`config.mk`:
```
export PLATFORM = sky130hd
export DESIGN_NAME = aud_ser_tx
export DESIGN_NICKNAME = d
export VERILOG_FILES = /design/src/rtl/aud_ser_pkg.sv /design/src/rtl/aud_ser_ratio.sv /design/src/rtl/aud_ser_timing.sv /design/src/rtl/aud_ser_shift.sv /design/src/rtl/aud_ser_tx.sv
export SDC_FILE = /design/constraint.sdc
export NUM_CORES = 1
export LEC_CHECK = 0
export BUFFER_PORTS_ARGS = -buffer_cell sky130_fd_sc_hd__buf_2
export CAP_MARGIN = 20
export CELL_PAD_IN_SITES_DETAIL_PLACEMENT = 2
export CELL_PAD_IN_SITES_GLOBAL_PLACEMENT = 2
export CORE_ASPECT_RATIO = 1.1
export CORE_UTILIZATION = 37
export CTS_CLUSTER_DIAMETER = 40
export CTS_CLUSTER_SIZE = 30
export DETAILED_ROUTE_END_ITERATION = 8
export PLACE_DENSITY = 0.8
export RECOVER_POWER = 50
export SLEW_MARGIN = 10
export SYNTH_ARGS = -nofsm -noshare
export SYNTH_HDL_FRONTEND = slang
export SYNTH_SLANG_ARGS = --single-unit
```
`constraint.sdc`:
```
create_clock -name clk_i -period 11.4 [get_ports clk_i]
set_input_delay 2.28 -clock clk_i [delete_from_list [all_inputs] [get_ports clk_i]]
set_output_delay 2.28 -clock clk_i [all_outputs]
set_load 0.02 [all_outputs]
```
`src/rtl/aud_ser_pkg.sv`:
```
package aud_ser_pkg;
    timeunit 1ns; timeprecision 1ps;

    localparam int unsigned SMP_W  = 32;
    localparam int unsigned FRM_W  = 12;
    localparam int unsigned XDIV_W = 6;
    localparam int unsigned LDIV_W = 2;
    localparam int unsigned CH_W   = 4;
    localparam int unsigned WID_W  = $clog2(SMP_W) + 1;
    localparam int unsigned RAT_W  = XDIV_W + 1;

    typedef struct packed {
        logic              ext_mode;
        logic [LDIV_W-1:0] pow_sel;
        logic [XDIV_W-1:0] xdiv_m1;
        logic [FRM_W-1:0]  frame_m1;
        logic              bclk_inv;
        logic              fclk_inv;
        logic              fmt_i2s;
        logic [WID_W-1:0]  width;
        logic [CH_W-1:0]   chans;
    } ser_cfg_t;

    localparam ser_cfg_t CFG_RST = '{
        ext_mode: 1'b0, pow_sel: '0, xdiv_m1: '0,
        frame_m1: FRM_W'(63), bclk_inv: 1'b0, fclk_inv: 1'b0,
        fmt_i2s: 1'b0, width: WID_W'(16), chans: CH_W'(2)
    };
endpackage

```
`src/rtl/aud_ser_ratio.sv`:
```
module aud_ser_ratio import aud_ser_pkg::*; #(
    parameter int unsigned RW = RAT_W,
    parameter int unsigned WW = WID_W
) (
    input  ser_cfg_t      cfg_i,
    output logic [RW-1:0] ratio_o,
    output logic          cfg_err_o
);
    timeunit 1ns; timeprecision 1ps;

    logic [RW-1:0] base;
    logic          widen;
    logic          fmt_ok;

    always_comb begin
        if (cfg_i.ext_mode) base = RW'(cfg_i.xdiv_m1) + RW'(1);
        else                base = RW'(1) << cfg_i.pow_sel;
        widen   = cfg_i.ext_mode && (cfg_i.width == WW'(16)) && (cfg_i.chans == CH_W'(8));
        ratio_o = widen ? base + (base >> 1) : base;
        fmt_ok  = ((cfg_i.width == WW'(16)) || (cfg_i.width == WW'(32))) &&
                  ((cfg_i.chans == CH_W'(2)) || (cfg_i.chans == CH_W'(8)));
        cfg_err_o = !fmt_ok || (widen && base[0]);
    end
endmodule

```
`src/rtl/aud_ser_timing.sv`:
```
module aud_ser_timing import aud_ser_pkg::*; #(
    parameter int unsigned FW = FRM_W,
    parameter int unsigned RW = RAT_W
) (
    input  logic          clk_i,
    input  logic          rst_ni,
    input  logic          go_i,
    input  logic [RW-1:0] ratio_i,
    input  logic [FW-1:0] frame_m1_i,
    output logic          run_o,
    output logic          phase_o,
    output logic [FW-1:0] bit_o,
    output logic          bit_start_o,
    output logic [FW-1:0] bit_next_o
);
    timeunit 1ns; timeprecision 1ps;

    typedef struct packed {
        logic          run;
        logic          phase;
        logic [RW-1:0] cnt;
        logic [FW-1:0] idx;
    } tm_t;

    tm_t  st_d, st_q;
    logic half_done;

    always_comb begin
        st_d        = st_q;
        bit_start_o = 1'b0;
        half_done   = (st_q.cnt == ratio_i - RW'(1));
        if (!go_i) begin
            st_d = '0;
        end else if (!st_q.run) begin
            st_d.run    = 1'b1;
            bit_start_o = 1'b1;
        end else if (half_done) begin
            st_d.cnt   = '0;
            st_d.phase = ~st_q.phase;
            if (st_q.phase) begin
                st_d.idx    = (st_q.idx == frame_m1_i) ? '0 : st_q.idx + FW'(1);
                bit_start_o = 1'b1;
            end
        end else begin
            st_d.cnt = st_q.cnt + RW'(1);
        end
        bit_next_o = st_d.idx;
    end

    always_ff @(posedge clk_i or negedge rst_ni) begin
        if (!rst_ni) st_q <= '0;
        else         st_q <= st_d;
    end

    assign run_o   = st_q.run;
    assign phase_o = st_q.phase;
    assign bit_o   = st_q.idx;

    assert_bit_on_fall_R2: assert property (@(posedge clk_i) disable iff (!rst_ni)
        (st_q.run && $past(st_q.run) && !$stable(st_q.idx)) |-> (!st_q.phase && $past(st_q.phase)));
endmodule

```
`src/rtl/aud_ser_shift.sv`:
```
module aud_ser_shift import aud_ser_pkg::*; #(
    parameter int unsigned FW = FRM_W,
    parameter int unsigned SW = SMP_W,
    parameter int unsigned WW = WID_W
) (
    input  logic          clk_i,
    input  logic          rst_ni,
    input  logic          go_i,
    input  logic          bit_start_i,
    input  logic [FW-1:0] bit_next_i,
    input  logic [FW-1:0] frame_m1_i,
    input  logic [FW-1:0] half_i,
    input  logic          fmt_i2s_i,
    input  logic [WW-1:0] width_i,
    input  logic [SW-1:0] sample_i,
    input  logic          valid_i,
    output logic          ready_o,
    output logic          msb_o,
    output logic          underrun_o
);
    timeunit 1ns; timeprecision 1ps;

    typedef struct packed {
        logic [SW-1:0] sh;
        logic          urun;
    } sh_t;

    sh_t           st_d, st_q;
    logic [FW-1:0] pos;
    logic [WW-1:0] lsh;
    logic [SW-1:0] aligned;
    logic          slot_start;

    always_comb begin
        pos        = (fmt_i2s_i && bit_next_i == '0) ? frame_m1_i
                                                     : bit_next_i - FW'(fmt_i2s_i);
        slot_start = bit_start_i && ((pos == '0) || (pos == half_i));
        lsh        = WW'(SW) - width_i;
        aligned    = sample_i << lsh;
        ready_o    = slot_start;
        st_d       = st_q;
        st_d.urun  = 1'b0;
        if (!go_i) begin
            st_d.sh = '0;
        end else if (slot_start) begin
            st_d.sh   = valid_i ? aligned : '0;
            st_d.urun = !valid_i;
        end else if (bit_start_i) begin
            st_d.sh = {st_q.sh[SW-2:0], 1'b0};
        end
    end

    always_ff @(posedge clk_i or negedge rst_ni) begin
        if (!rst_ni) st_q <= '0;
        else         st_q <= st_d;
    end

    assign msb_o      = st_q.sh[SW-1];
    assign underrun_o = st_q.urun;

    assert_ready_pulse_R8: assert property (@(posedge clk_i) disable iff (!rst_ni)
        ready_o |=> !ready_o);
    assert_underrun_cause_R9: assert property (@(posedge clk_i) disable iff (!rst_ni)
        underrun_o |-> $past(ready_o && !valid_i));
endmodule

```
`src/rtl/aud_ser_tx.sv`:
```
module aud_ser_tx import aud_ser_pkg::*; (
    input  logic              clk_i,
    input  logic              rst_ni,
    input  logic              div_en_i,
    input  logic              ext_mode_i,
    input  logic [LDIV_W-1:0] pow_sel_i,
    input  logic [XDIV_W-1:0] xdiv_m1_i,
    input  logic [FRM_W-1:0]  frame_m1_i,
    input  logic              bclk_inv_i,
    input  logic              fclk_inv_i,
    input  logic              fmt_i2s_i,
    input  logic [WID_W-1:0]  width_i,
    input  logic [CH_W-1:0]   chans_i,
    input  logic [SMP_W-1:0]  sample_i,
    input  logic              sample_valid_i,
    output logic              sample_ready_o,
    output logic              bclk_o,
    output logic              fclk_o,
    output logic              sdata_o,
    output logic              underrun_o,
    output logic              cfg_err_o
);
    timeunit 1ns; timeprecision 1ps;

    ser_cfg_t          cfg_d, cfg_q;
    logic [RAT_W-1:0]  ratio;
    logic              go;
    logic [FRM_W:0]    frames;
    logic [FRM_W-1:0]  half;
    logic              run, phase, bit_start, msb;
    logic [FRM_W-1:0]  bit_idx, bit_next;
    logic              first_half;
    logic              armed_q;

    always_comb begin
        cfg_d = cfg_q;
        if (!div_en_i) begin
            cfg_d.ext_mode = ext_mode_i;
            cfg_d.pow_sel  = pow_sel_i;
            cfg_d.xdiv_m1  = xdiv_m1_i;
            cfg_d.frame_m1 = frame_m1_i;
            cfg_d.bclk_inv = bclk_inv_i;
            cfg_d.fclk_inv = fclk_inv_i;
            cfg_d.fmt_i2s  = fmt_i2s_i;
            cfg_d.width    = width_i;
            cfg_d.chans    = chans_i;
        end
    end

    always_ff @(posedge clk_i or negedge rst_ni) begin
        if (!rst_ni) begin
            cfg_q   <= CFG_RST;
            armed_q <= 1'b0;
        end else begin
            cfg_q   <= cfg_d;
            armed_q <= 1'b1;
        end
    end

    aud_ser_ratio #(.RW(RAT_W), .WW(WID_W)) i_ratio (
        .cfg_i     (cfg_q),
        .ratio_o   (ratio),
        .cfg_err_o (cfg_err_o)
    );

    assign go     = div_en_i && !cfg_err_o;
    assign frames = {1'b0, cfg_q.frame_m1} + (FRM_W+1)'(1);
    assign half   = frames[FRM_W:1];

    aud_ser_timing #(.FW(FRM_W), .RW(RAT_W)) i_timing (
        .clk_i       (clk_i),
        .rst_ni      (rst_ni),
        .go_i        (go),
        .ratio_i     (ratio),
        .frame_m1_i  (cfg_q.frame_m1),
        .run_o       (run),
        .phase_o     (phase),
        .bit_o       (bit_idx),
        .bit_start_o (bit_start),
        .bit_next_o  (bit_next)
    );

    aud_ser_shift #(.FW(FRM_W), .SW(SMP_W), .WW(WID_W)) i_shift (
        .clk_i       (clk_i),
        .rst_ni      (rst_ni),
        .go_i        (go),
        .bit_start_i (bit_start),
        .bit_next_i  (bit_next),
        .frame_m1_i  (cfg_q.frame_m1),
        .half_i      (half),
        .fmt_i2s_i   (cfg_q.fmt_i2s),
        .width_i     (cfg_q.width),
        .sample_i    (sample_i),
        .valid_i     (sample_valid_i),
        .ready_o     (sample_ready_o),
        .msb_o       (msb),
        .underrun_o  (underrun_o)
    );

    assign first_half = (bit_idx < half);
    assign bclk_o  = run ? (phase ^ cfg_q.bclk_inv) : cfg_q.bclk_inv;
    assign fclk_o  = run ? (first_half ^ cfg_q.fclk_inv ^ cfg_q.fmt_i2s) : cfg_q.fclk_inv;
    assign sdata_o = run && msb;

    assert_stop_idle_R1: assert property (@(posedge clk_i) disable iff (!rst_ni)
        !div_en_i |=> (bclk_o == cfg_q.bclk_inv && fclk_o == cfg_q.fclk_inv && !sdata_o));
    assert_err_no_clock_R4: assert property (@(posedge clk_i) disable iff (!rst_ni)
        cfg_err_o |-> (!run && bclk_o == cfg_q.bclk_inv));
    assert_cfg_frozen_R10: assert property (@(posedge clk_i) disable iff (!rst_ni)
        (armed_q && $past(div_en_i)) |-> $stable(cfg_q));
    assert_data_inactive_edge_R7: assert property (@(posedge clk_i) disable iff (!rst_ni)
        (armed_q && run && $past(run) && !$stable(sdata_o)) |-> (bclk_o == cfg_q.bclk_inv));
endmodule

```
### Yosys cells after proc, flatten, opt, wreduce, memory -nomap -nowiden

Index checks and enable logic that the tools add are counted.

| storage, ports and cells | value |
|---|---|
| bits in registers | 88 |
| input port bits | 70 |
| logic and storage cells | 80 |

| operators by class | value |
|---|---|
| $add $sub $neg | 8 |
| magnitude comparators | 1 |
| equality and inequality tests | 10 |
| shift operators | 2 |
| muxes and demuxes | 22 |
| bitwise logic cells | 4 |
| reductions and logical operators | 18 |

Operator list:

| operator | count |
|---|---|
| $mux 32 | 4 |
| $mux 12 | 4 |
| $shl 32x6->32 | 1 |
| $eq 12x12->1 | 2 |
| $logic_not 12->1 | 2 |
| $mux 21 | 1 |
| $mux 7 | 3 |
| $mux 20 | 1 |
| $add 12x1->13 const B | 1 |
| $add 12x1->12 const B | 1 |
| $lt 12x12->1 | 1 |
| $sub 12x1->12 | 1 |
| $mux 1 | 9 |
| $logic_and 1x1->1 | 8 |
| $add 6x1->7 const B | 1 |
| $add 7x1->7 const B | 1 |
| $add 7x6->7 | 1 |
| $eq 7x7->1 | 1 |
| $shl 1x2->7 const A | 1 |
| $sub 7x1->7 const B | 1 |
| $eq 6x5->1 const B | 1 |
| $eq 6x6->1 const B | 1 |
| $sub 6x6->6 const A | 1 |
| $eq 4x2->1 const B | 1 |
| 8 further kinds | 16 |

### Longest topological paths before layout

| logic depth | value |
|---|---|
| depth after elaboration | 17 |
| depth in mapped cells | 33 |
| depth with buffers taken out | 30 |

### Cells and area by module

From an unflattened synthesis, not the netlist that was laid out.

| unflattened totals | value |
|---|---|
| cells, all modules | 935 |
| area, all modules | 8286.7 sq um |

By module, submodules not included:

| module | instances | cells an instance | area an instance (sq um) | seq. area each (sq um) |
|---|---|---|---|---|
| aud_ser_shift | 1 | 528 | 4280.4 | 825.8 |
| aud_ser_tx | 1 | 145 | 1781.7 | 860.8 |
| aud_ser_timing | 1 | 189 | 1661.6 | 525.5 |
| aud_ser_ratio | 1 | 73 | 563.0 | 0.0 |

### Worst setup path before layout

OpenSTA, ideal clock, no wires.

| path | value |
|---|---|
| path kind | reg2out |
| from | reg cfg_q[4] (netlist name) |
| to | out sample_ready_o |
| arrival time | 7026 ps |
| required time | 9120 ps |
| slack | 2094 ps |
| stages on the path, launching flop included | 32 |
| buffers on the path | 6 |
| path through | dfrtp_1 -> clkbuf_1 -> buf_1 -> inv_1 -> clkbuf_1 -> ha_1 -> nor3b_4 -> and4_1 -> buf_2 -> o211ai_1 -> nor3_1 -> a2111oi_4 -> xnor2_1 -> nor4_2 -> o31ai_4 -> nor3_2 -> mux2i_1 -> nand2b_1 -> ha_1 -> ha_1 -> inv_1 -> a2111oi_1 -> xnor2_1 -> xnor2_1 -> o211a_1 -> nand3_1 -> a2111oi_1 -> and4b_1 -> buf_4 -> buf_2 -> o21ai_0 -> inv_1 |

| between the ends | value |
|---|---|
| cells in the longest elaborated chain, start to end | 15 |

RTL lines:

| element | line | RTL |
|---|---|---|
| start, declared | aud_ser_tx.sv:25 | `ser_cfg_t cfg_d, cfg_q;` |
| start signal, assigned | aud_ser_tx.sv:55 | `cfg_q <= cfg_d;` |
| parallel branches: the longest is 14 deep, another holds $sub 12x1->12 | n/a |  |
| $logic_and 1x1->1 (*) | aud_ser_shift.sv:37 | `slot_start = bit_start_i && ((pos == '0) \|\| (pos == half_i));` |
| end, declared | aud_ser_tx.sv:16 | `output logic sample_ready_o,` |

Every way passes the cells marked *. The select of a mux whose other input is x is not followed.

### Final worst setup path

| path | value |
|---|---|
| from | reg cfg_q[25] (netlist name) |
| to | out sample_ready_o |

| between the ends | value |
|---|---|
| cells in the longest elaborated chain, start to end | 15 |

RTL lines:

| element | line | RTL |
|---|---|---|
| $add 6x1->7 (*) | aud_ser_ratio.sv:16 | `if (cfg_i.ext_mode) base = RW'(cfg_i.xdiv_m1) + RW'(1);` |
| $mux 7 (*) | aud_ser_ratio.sv:16 |  |
| parallel branches: the longest is 12 deep, another holds $sub 12x1->12 | n/a |  |
| $logic_and 1x1->1 (*) | aud_ser_shift.sv:37 |  |

Marked as above.

==> metrics.txt <==
crit-path max cell delay=0.53 ns; CTS buffer count=9; Placement Cell Area=9250 um2; Synthesis Warnings=0; Die Wd=148 um; # hold bufs at CTS=0; Total GRT Usage=between 20% and 30%; Mean Syn Cell Area=8.35 um2; status=finished, violations left; hold path start=i_shift.st_q[27]; sequential cell area=2210 um2; met1 global-route usage=between 30 and 40%; GR Util met2=47.6%; routed vias=8462; DR WL/cell=22.9 um; Slew headroom=-167%; layout net count=1158; fmax=92.6 MHz; synthesized cell area=8730 um2; # rows=58; FF+latch count, synth=88; Detail Placement HPWL=~23000 um; DR pass1 iterations=4; Mapped Nets=1139; Setup Fix Bufs, Post-CTS=0; cells on worst reg2reg path=27; Synth cell types=99; Post-synth EDFFs=0; first-pass GRT wire length=50800 um; FFs w/ async S/R, synth=100%; die area=~24000 um2; synth top area cells=dfrtp_1 23%, nand2_1 5.9%, mux2_2 5.3%; H-tree depth=3; Root Buffer=clkbuf_16; combinational power share=37.8%; RSZ-0062 raised after global routing=false; r2r endpoint=i_shift.st_q[3]; Clock transition at path regs=0.07 ns; Power per Cell Area=110 nW/um2; share of power burned in registers=33.8%; 1st-iter DRT viols=422; WS Path Type=register to primary output; Syn Inst Count=1046; clock network power share=~28%; clock sinks=88; top cell type by total area after synthesis=dfrtp_1; CP required=between 9 and 10 ns; top cells by count, synth=137 x nand2_1, 81 x o21ai_0, 80 x dfrtp_1, 72 x a21oi_1, 59 x clkbuf_1; flop-to-flop setup slack=2.12 ns; most used cell, CP=ha_1; Worst Hold Class=register to register; largest net degree at the start of global routing=69; setup TNS=0 ns; initial core utilization=38.0%; GR Overflow Total=0; NetSw=roughly 0.00042 W; Switching Fraction=39.7%; number of remaining DRC errors=0; Max FO, Critical Path=19; initial antenna violation count=0; Final setup viols=0; Slowest-stage cell, CP=fa_1; crit path time final=roughly 11 ns; input/output buffers=75; area of the multi-input gates=roughly 6100 um2; diode count=0; Hold Path Cell Cnt=2; Core ar.=around 23000 um2; Fill cells=roughly 2600; WP buf/inv=4; fin. max-slew vios=105; Leakage=3.89 nW; worst path arrival time=8.52 ns; reg2reg start=cfg_q[25]; gr busiest metal=met2; Worst Max-Slew Pin Slew=4.01 ns; Post-Route WL=31400 um; fin area=9520 um2; Top Ports=76; startpoint types=register; fin crit share=roughly 95%; number of routed nets with antenna violations=0; Die Span Y=163 um; sequential fraction of the synthesis area=25.3%; cell family with most CP delay=compound AO/OA/AOI/OAI gates; worst path setup slack after routing=0.599 ns; Peak VDD IR=69.3 uV; share of cells above drive strength 1=19.2%; Hold Path Sink=i_shift.st_q[27]; failing checks=capacitance limit, slew limit; Setup WS pre-CTS=about 1.2 ns; vias per cell=between 6 and 7; area delta synth->final=8.98%; TritonCTS clock tree=yes; Int Power=0.000630 W; Clock Skew=0.0123 ns; clk buf depth=2; Synth top area share=22.9%; most common cell in the netlist=nand2_1; nature of the critical path endpoint=primary output; met3 Use GR=under 10%; vias in the first global route=9148; max_cap viols=2; Final Hold Vio Count=0; clk_lat worst skew=0.37 ns; Synth Flop Type=dfrtp_1; gpl congestion=0.861
## layer usage
metal  part of all wire [%]  routed length, um  up-vias
met4                    3.0                947        0
met5                      0                  0        -
met3                    2.5                791       60
li1                       -                  -     3939
met1                     44              13700     4309
met2                     51              16000      154
## worst register-to-register path: stages, from the launching register on
cell,delay (ns)
dfrtp_1,0.46
ha_1,0.36
nand2_1,0.07
o21ai_0,0.31
ha_1,0.37
fa_1,0.53
and3_1,0.21
a2111o_1,0.30
o41ai_2,0.34
mux2i_1,0.23
xnor2_2,0.23
nor4_2,0.48
o31ai_4,0.26
nor3_2,0.46
mux2i_1,0.23
nand2b_1,0.15
ha_1,0.30
ha_1,0.25
inv_1,0.14
a2111oi_1,0.43
xnor2_1,0.22
xnor2_1,0.16
o211a_1,0.20
nand3_1,0.08
a2111oi_1,0.48
nand4b_1,0.75
nand2_1,0.87
o221ai_1,0.25
## cells by family after synthesis
kind of cell	count (synthesis)	synth area share [%]
compound gates	312	25.3
xor+xnor	58	6.22
fa+ha+maj	23	3.38
buf+inv	105	5.04
flops	88	25.3
mux	82	12.2
simple gates	378	22.5
## state kept, by name, summed over array words and instances (netlist names)
signal              cells
i_timing.bit_o         12
i_timing.st_q           7
i_shift.msb_o           1
i_timing.phase_o        1
cfg_q                  34
i_shift.underrun_o      1
i_shift.st_q           31
i_timing.run_o          1
## cells in the final DEF (no fill, tap or decap), types with 32 or more instances in the layout
master and n:
mux2_2 40, buf_2 72, xnor2_1 45, a21oi_1 71, dfrtp_1 79, nand2_1 137, o21ai_0 81, nand3_1 32
nor2_1 52
## worst max path at each step
stage | to | startpoint | cells after the start
4_1_cts | sample_ready_o | cfg_q[33] | 28
6_report | sample_ready_o | cfg_q[25] | 29
2_1_floorplan | sample_ready_o | cfg_q[4] | 31
3_5_place_dp | sample_ready_o | cfg_q[33] | 28
5_1_grt | sample_ready_o | cfg_q[25] | 29
3_3_place_gp | sample_ready_o | cfg_q[33] | 28
## power by group through the flow
stage / sequential [W] / clock, W / combinational, W
2_1_floorplan: 0.000341 / 0 / 0.000298
3_3_place_gp: 0.000357 / 0 / 0.000377
3_5_place_dp: 0.000359 / 0 / 0.000392
4_1_cts: 0.000353 / 0.000301 / 0.000397
5_1_grt: 0.000356 / 0.000310 / 0.000432
6_report: 0.000353 / 0.000297 / 0.000395
## area by class of cell
type	count	share of cell area, %
inverter	25	0.986
sequential	88	23.3
clock buffer	10	2.41
tap	300	3.94
clock inverter	6	0.486
timing repair buffer	88	4.89
multi-input combinational	853	64.0
## metrics by stage
step                power [W]  hold WS [ns]  instances  utilization, %
floorplan            0.000639         0.442       1046               -
finish                0.00105         0.488       1370            41.4
global placement     0.000734         0.464       1354            40.2
global route          0.00110         0.519       1370            41.4
detailed placement   0.000752         0.475       1354            40.2
CTS                   0.00105         0.495       1370            41.4
## what timing repair did
item                       CTS  global route
resized for setup            0             1
hold endpoints to repair     0             0
setup endpoints to repair    0             1
Note: power is estimated with default switching activity, not from simulation.
